### src/rtl/pwm_pkg.sv
package pwm_pkg;
  typedef enum logic [1:0] {
    MODE_INDEP    = 2'd0,
    MODE_COMPL    = 2'd1,
    MODE_REDUN    = 2'd2,
    MODE_PUSHPULL = 2'd3
  } pwm_mode_e;

  typedef enum logic [1:0] {
    SEL_DUTY_A = 2'd0,
    SEL_DUTY_B = 2'd1,
    SEL_PERIOD = 2'd2,
    SEL_MODE   = 2'd3
  } reg_sel_e;

  localparam int NUM_DUTY = 2;
endpackage

### src/rtl/pwm_duty_clamp.sv
module pwm_duty_clamp #(
  parameter int          W        = 16,
  parameter logic [W-1:0] DUTY_MIN = 8,
  parameter logic [W-1:0] DUTY_MAX = 16'hFFEF
) (
  input  logic [W-1:0] d_in,
  output logic [W-1:0] d_out
);
  always_comb begin
    if (d_in == '0)            d_out = '0;
    else if (d_in < DUTY_MIN)  d_out = DUTY_MIN;
    else if (d_in > DUTY_MAX)  d_out = DUTY_MAX;
    else                       d_out = d_in;
  end

  // any nonzero input lands inside the legal window
  always_comb begin
    if (d_in != '0) begin
      p_clamp_window_r10: assert (d_out >= DUTY_MIN && d_out <= DUTY_MAX)
        else $error("clamp output outside window");
    end
  end
endmodule

### src/rtl/pwm_shadow_regs.sv
module pwm_shadow_regs
  import pwm_pkg::*;
#(
  parameter int           W         = 16,
  parameter logic [W-1:0] PER_RESET = '1,
  parameter logic [W-1:0] DUTY_MIN  = 8,
  parameter logic [W-1:0] DUTY_MAX  = 16'hFFEF
) (
  input  logic      clk,
  input  logic      rst_n,
  input  logic      wr_en,
  input  reg_sel_e  wr_sel,
  input  logic [W-1:0] wr_data,
  input  logic      load,
  output logic [W-1:0] act_duty_a,
  output logic [W-1:0] act_duty_b,
  output logic [W-1:0] act_per,
  output pwm_mode_e act_mode,
  output pwm_mode_e nxt_mode
);
  logic [W-1:0] st_duty [NUM_DUTY];
  logic [W-1:0] clamped [NUM_DUTY];
  logic [W-1:0] act_duty [NUM_DUTY];
  logic [W-1:0] st_per;
  pwm_mode_e    st_mode;

  for (genvar i = 0; i < NUM_DUTY; i++) begin : g_duty
    pwm_duty_clamp #(.W(W), .DUTY_MIN(DUTY_MIN), .DUTY_MAX(DUTY_MAX)) u_clamp (
      .d_in  (st_duty[i]),
      .d_out (clamped[i])
    );

    always_ff @(posedge clk) begin
      if (!rst_n) begin
        st_duty[i]  <= '0;
        act_duty[i] <= '0;
      end else begin
        if (wr_en && wr_sel == reg_sel_e'(i)) st_duty[i] <= wr_data;
        if (load) act_duty[i] <= clamped[i];
      end
    end
  end

  always_ff @(posedge clk) begin
    if (!rst_n) begin
      st_per   <= PER_RESET;
      st_mode  <= MODE_INDEP;
      act_per  <= PER_RESET;
      act_mode <= MODE_INDEP;
    end else begin
      if (wr_en && wr_sel == SEL_PERIOD) st_per  <= wr_data;
      if (wr_en && wr_sel == SEL_MODE)   st_mode <= pwm_mode_e'(wr_data[1:0]);
      if (load) begin
        act_per  <= st_per;
        act_mode <= st_mode;
      end
    end
  end

  assign act_duty_a = act_duty[0];
  assign act_duty_b = act_duty[1];
  assign nxt_mode   = st_mode;

  // active settings move only on a period boundary
  p_hold_between_r3: assert property (@(posedge clk) disable iff (!rst_n)
    !load |=> ($stable(act_per) && $stable(act_mode) &&
               $stable(act_duty_a) && $stable(act_duty_b)))
    else $error("active settings changed away from a boundary");
endmodule

### src/rtl/pwm_period_counter.sv
module pwm_period_counter #(
  parameter int W = 16
) (
  input  logic         clk,
  input  logic         rst_n,
  input  logic [W-1:0] per,
  output logic [W-1:0] cnt,
  output logic         wrap
);
  assign wrap = (cnt == per);

  always_ff @(posedge clk) begin
    if (!rst_n)    cnt <= '0;
    else if (wrap) cnt <= '0;
    else           cnt <= cnt + 1'b1;
  end

  p_wrap_restart_r2: assert property (@(posedge clk) disable iff (!rst_n)
    wrap |=> (cnt == '0))
    else $error("counter did not restart after wrap");

  p_step_r2: assert property (@(posedge clk) disable iff (!rst_n)
    !wrap |=> (cnt == $past(cnt) + 1'b1))
    else $error("counter skipped a step");
endmodule

### src/rtl/pwm_output_route.sv
module pwm_output_route
  import pwm_pkg::*;
#(
  parameter int W = 16
) (
  input  logic         clk,
  input  logic         rst_n,
  input  logic [W-1:0] cnt,
  input  logic         wrap,
  input  logic [W-1:0] duty_a,
  input  logic [W-1:0] duty_b,
  input  pwm_mode_e    mode,
  input  pwm_mode_e    nxt_mode,
  output logic         pwm_hi,
  output logic         pwm_lo
);
  logic phase;
  logic hit_a, hit_b;

  always_ff @(posedge clk) begin
    if (!rst_n) phase <= 1'b0;
    else if (wrap)
      phase <= (mode == MODE_PUSHPULL && nxt_mode == MODE_PUSHPULL) ? ~phase : 1'b0;
  end

  assign hit_a = (cnt < duty_a);
  assign hit_b = (cnt < duty_b);

  always_comb begin
    unique case (mode)
      MODE_INDEP:    begin pwm_hi = hit_a;          pwm_lo = hit_b;         end
      MODE_COMPL:    begin pwm_hi = hit_a;          pwm_lo = ~hit_a;        end
      MODE_REDUN:    begin pwm_hi = hit_a;          pwm_lo = hit_a;         end
      MODE_PUSHPULL: begin pwm_hi = hit_a & ~phase; pwm_lo = hit_a & phase; end
      default:       begin pwm_hi = 1'b0;           pwm_lo = 1'b0;          end
    endcase
  end

  p_pp_one_side_r7: assert property (@(posedge clk) disable iff (!rst_n)
    (mode == MODE_PUSHPULL) |-> !(pwm_hi && pwm_lo))
    else $error("push-pull drove both sides");

  p_pp_alternate_r7: assert property (@(posedge clk) disable iff (!rst_n)
    (wrap && mode == MODE_PUSHPULL && nxt_mode == MODE_PUSHPULL) |=> (phase != $past(phase)))
    else $error("push-pull did not swap sides");

  p_zero_low_r9: assert property (@(posedge clk) disable iff (!rst_n)
    (duty_a == '0) |-> !pwm_hi)
    else $error("zero duty produced a high-side pulse");

  p_compl_inverse_r5: assert property (@(posedge clk) disable iff (!rst_n)
    (mode == MODE_COMPL) |-> (pwm_hi != pwm_lo))
    else $error("complementary pair not inverse");
endmodule

### src/rtl/pwm_dual_gen.sv
module pwm_dual_gen
  import pwm_pkg::*;
#(
  parameter int           W         = 16,
  parameter logic [W-1:0] PER_RESET = '1,
  parameter logic [W-1:0] DUTY_MIN  = 8,
  parameter logic [W-1:0] DUTY_MAX  = 16'hFFEF
) (
  input  logic         clk,
  input  logic         rst_n,
  input  logic         wr_en,
  input  logic [1:0]   wr_sel,
  input  logic [W-1:0] wr_data,
  output logic         pwm_hi,
  output logic         pwm_lo
);
  logic [W-1:0] cnt, act_per, act_duty_a, act_duty_b;
  logic         wrap;
  pwm_mode_e    act_mode, nxt_mode;

  pwm_period_counter #(.W(W)) u_counter (
    .clk (clk), .rst_n (rst_n), .per (act_per), .cnt (cnt), .wrap (wrap)
  );

  pwm_shadow_regs #(
    .W(W), .PER_RESET(PER_RESET), .DUTY_MIN(DUTY_MIN), .DUTY_MAX(DUTY_MAX)
  ) u_regs (
    .clk        (clk),
    .rst_n      (rst_n),
    .wr_en      (wr_en),
    .wr_sel     (reg_sel_e'(wr_sel)),
    .wr_data    (wr_data),
    .load       (wrap),
    .act_duty_a (act_duty_a),
    .act_duty_b (act_duty_b),
    .act_per    (act_per),
    .act_mode   (act_mode),
    .nxt_mode   (nxt_mode)
  );

  pwm_output_route #(.W(W)) u_route (
    .clk      (clk),
    .rst_n    (rst_n),
    .cnt      (cnt),
    .wrap     (wrap),
    .duty_a   (act_duty_a),
    .duty_b   (act_duty_b),
    .mode     (act_mode),
    .nxt_mode (nxt_mode),
    .pwm_hi   (pwm_hi),
    .pwm_lo   (pwm_lo)
  );
endmodule

### config.mk
export PLATFORM = sky130hd
export DESIGN_NAME = pwm_dual_gen
export DESIGN_NICKNAME = d
export VERILOG_FILES = /design/src/rtl/pwm_pkg.sv /design/src/rtl/pwm_duty_clamp.sv /design/src/rtl/pwm_shadow_regs.sv /design/src/rtl/pwm_period_counter.sv /design/src/rtl/pwm_output_route.sv /design/src/rtl/pwm_dual_gen.sv
export SDC_FILE = /design/constraint.sdc
export NUM_CORES = 1
export LEC_CHECK = 0
export BUFFER_PORTS_ARGS = -buffer_cell sky130_fd_sc_hd__buf_2
export CAP_MARGIN = 20
export CELL_PAD_IN_SITES_DETAIL_PLACEMENT = 0
export CELL_PAD_IN_SITES_GLOBAL_PLACEMENT = 1
export CORE_UTILIZATION = 35
export DETAILED_ROUTE_END_ITERATION = 12
export PLACE_DENSITY_LB_ADDON = 0.1
export SLEW_MARGIN = 20
export SYNTH_ARGS = -nofsm -noshare
export SYNTH_HDL_FRONTEND = slang
export SYNTH_SLANG_ARGS = --single-unit
### constraint.sdc
create_clock -name clk -period 2 [get_ports clk]
set_input_delay 0.2 -clock clk [delete_from_list [all_inputs] [get_ports clk]]
set_output_delay 0.2 -clock clk [all_outputs]
set_load 0.005 [all_outputs]
==> metrics.md <==
| Metric | Value |
|---|---|
| Status | finished with violations |
| Violated checks | setup timing |
| Startpoint type of the worst setup path | register |
| RSZ-0062 raised after global routing | true |
| HPWL Detailed | 10500 um |
| Total power after layout | 5950 uW |
| Final setup fails | 2 |
| Seq cells post-synth | 117 |
| Die height | 126 um |
| Final instance area | 0.00684 mm2 |
| Routed wire length | 13600 um |
| CP required | 1.80 ns |
| All-layer global routing usage | 18.4% |
| Layout overhead on the synthesized area | 26.4% |
| Routability-driven placement congestion ratio | 0.769 |
| Clock Tree Buf Depth | 2 |
| DR vias | 3784 |
| Core Util, Final | 45.2% |
| Synthesized net count | 548 |
| Initial Util | 35.7% |
| Post-route insts no fill | 770 |
| Nets | 621 |
| Pin count of the biggest net entering global routing | 18 |
| Global-route wire length before repair | 21300 um |
| Pins Over Slew Limit | 0 |
| IO Count | 23 |
| Die area | 0.0160 mm2 |
| Hold_sp | wr_data[5] |
| Fmax achieved | 0.393 GHz |
| Clock sinks | 117 |
| Post-route ant nets | 0 |
| Clk pin slew, worst setup/hold paths | 0.06 ns |
| Vias per cell | 4.91 |
| DR iter-0 viols | 121 |
| Final worst slack | -0.543 ns |
| Crit Path Max Fanout | 2 |
| CTS tree | yes |
| Async SR Flop Fraction | 0% |
| Setup TNS | -0.982 ns |
| EDFF count, synth | 64 |
| Die width | 126 um |
| Reg2reg start | u_counter.cnt[11] |
| R2R cell count | 8 |
| Grt ovf | 0 |
| Avg Inst Size Synth | 10.9 um2 |
| VDD IR-drop max | 0.581 mV |
| PD cells | 871 mW/mm2 |
| LEAKAGE | 0.00278 uW |
| Crit path launch | u_regs.act_duty[0][10] |
| Final cycle utilization of the critical path | 127% |
| Mapped Cells | 496 |
| Number of global-route vias before repair | 3841 |
| Routed len/inst | 17.6 um |
| Mapped cell area | 0.00541 mm2 |
| Netlist cell types | 47 |
| Crit Path Category | register to output pin |
| Port buffer count | 22 |
| Fraction of layout cells with a size suffix above 1 | 23.2% |
| Final setup skew | 0.00794 ns |
| Ant. Diodes | 0 |
| Post-route minimum period | 2.54 ns |
| Worst-Skew Late Latency | 0.42 ns |
| H-tree levels | 4 |
| Placed Area | 0.00607 mm2 |
| Fillers | 1392 |
| CTS Hold Buffers Added | 0 |
| Hold Crit Depth | 3 |
| Max Cap Violations | 0 |
| Synth Warn # | 0 |
| Inst Count DP | 733 |
| Pre-Repair DR Iteration Count | 4 |
| Arrival @ worst endpoint | 2.34 ns |
| Std cell rows | 45 |
| Num CTS Buffers | 17 |
| Core area | 0.0151 mm2 |
| Root Buffer | clkbuf_16 |
| Prevailing post-synth register cell | edfxtp_1 |
| Sequential share of the synthesized area | 55.1% |
| Worst Tran Pin Value | 0.606 ns |
| Final hold vios | 0 |
| Worst setup EP type | output pin |
| Initial antenna violation count | 0 |
| Min-delay worst type | primary input to register |
| Relative slew slack | 59.4% |
| Drt drc | 0 |
path summary, 6_finish.rpt:
kind | endpoint | slack (ns)
worst max-delay path | pwm_lo | -0.54
worst max register to register | u_regs.act_duty[1][3] | 0.09
worst min-delay path | u_regs.st_per[5] | 0.06
worst min register to register | u_regs.act_per[9] | 0.46
cells by family (layout without fill, tap and decap cells):
logic type	count (synthesis)	count (layout)	share of synthesized area, %
xor gates and xnor gates	30	30	4.85
muxes	2	2	0.370
adders and majority gates	31	31	7.17
DFF	117	117	55.1
buffers and inverters	48	132	3.77
and+or+nand+nor	213	215	21.2
AOI/OAI and AO/OA	55	55	7.54
cell usage in the layout (no fill, tap or decap), types with 4 or more instances in the layout:
cell type	synthesis	final
xor2_1	22	22
nand2b_1	5	5
o21a_1	8	8
dfxtp_1	53	48
nor3_1	11	9
nand4_1	10	10
o22a_1	16	16
buf_12	0	6
nand3_1	31	31
xnor2_1	8	8
nor2b_1	6	6
a21oi_1	7	7
ha_1	31	28
inv_6	0	4
o21ai_0	5	4
nor4_2	2	4
and3_1	6	6
buf_4	1	35
clkbuf_16	0	17
inv_1	33	30
buf_2	4	22
edfxtp_1	64	64
nor4_1	7	5
nor2_1	26	25
nand2_1	43	41
and2_1	53	52
dfxtp_2	0	5
buf_6	2	4
Yosys cell counts, types with 6 or more instances:
| cell type | count | area, um2 |
|---|---|---|
| nor4_1 | 7 | 43.8 |
| nand4_1 | 10 | 62.6 |
| nand3_1 | 31 | 155 |
| a21oi_1 | 7 | 35.0 |
| nor2b_1 | 6 | 37.5 |
| nor2_1 | 26 | 97.6 |
| edfxtp_1 | 64 | 1920 |
| and2_1 | 53 | 332 |
| xor2_1 | 22 | 193 |
| clkbuf_1 | 8 | 30.0 |
| ha_1 | 31 | 388 |
| o21a_1 | 8 | 60.1 |
| nor3_1 | 11 | 55.1 |
| nand2_1 | 43 | 161 |
| xnor2_1 | 8 | 70.1 |
| o22a_1 | 16 | 140 |
| and3_1 | 6 | 37.5 |
| dfxtp_1 | 53 | 1060 |
| inv_1 | 33 | 124 |
per-layer routing:
metal	share of wire, %	track usage, %	routed length [um]	vias up
met5	0	0	0	-
met4	1.9	7.44	260	0
met3	3.6	4.64	487	22
met2	47	29.8	6320	70
met1	48	23.5	6490	1781
li1	-	-	-	1911
area by class of cell:
class	instances	area (um2)	share of cell area, %
clock buffer	17	425	6.22
inverter	33	124	1.81
clock inverter	15	146	2.14
multi-input combinational	333	2380	34.8
tap	188	235	3.44
sequential	117	2990	43.7
timing repair buffer	67	538	7.87
state kept, by name, indices dropped and copies added (netlist names):
signal / cells
u_regs.act_duty: 32
u_regs.st_duty: 32
u_counter.cnt: 16
u_regs.act_per: 16
u_regs.st_per: 16
u_regs.act_mode: 2
u_regs.nxt_mode: 2
u_route.phase: 1
metrics by stage:
stage	hold slack, ns	worst slack, ns
floorplan	0.324	0.0121
global placement	0.446	-0.186
detailed placement	0.449	-0.271
CTS	0.0447	-0.619
global route	0.0373	-0.628
finish	0.0562	-0.543
timing repair:
action,CTS,global route
resized for setup,14,23
setup buffers,0,2
pin swaps,6,14
gates cloned,0,2
endpoints found under the setup margin,50,82
power by group:
part           internal [uW]  switching (uW)
Sequential              2640            74.6
Combinational            138             182
Clock                   1740            1180
critical path, stage by stage, from the launching register on:
cell,delay [ns]
edfxtp_1,0.35
inv_2,0.05
ha_4,0.25
nand2_2,0.04
or3_4,0.39
nor3_4,0.20
o21ai_2,0.09
nor3b_1,0.14
a311o_1,0.28
buf_2,0.13
Note: power is estimated with default switching activity, not from simulation.
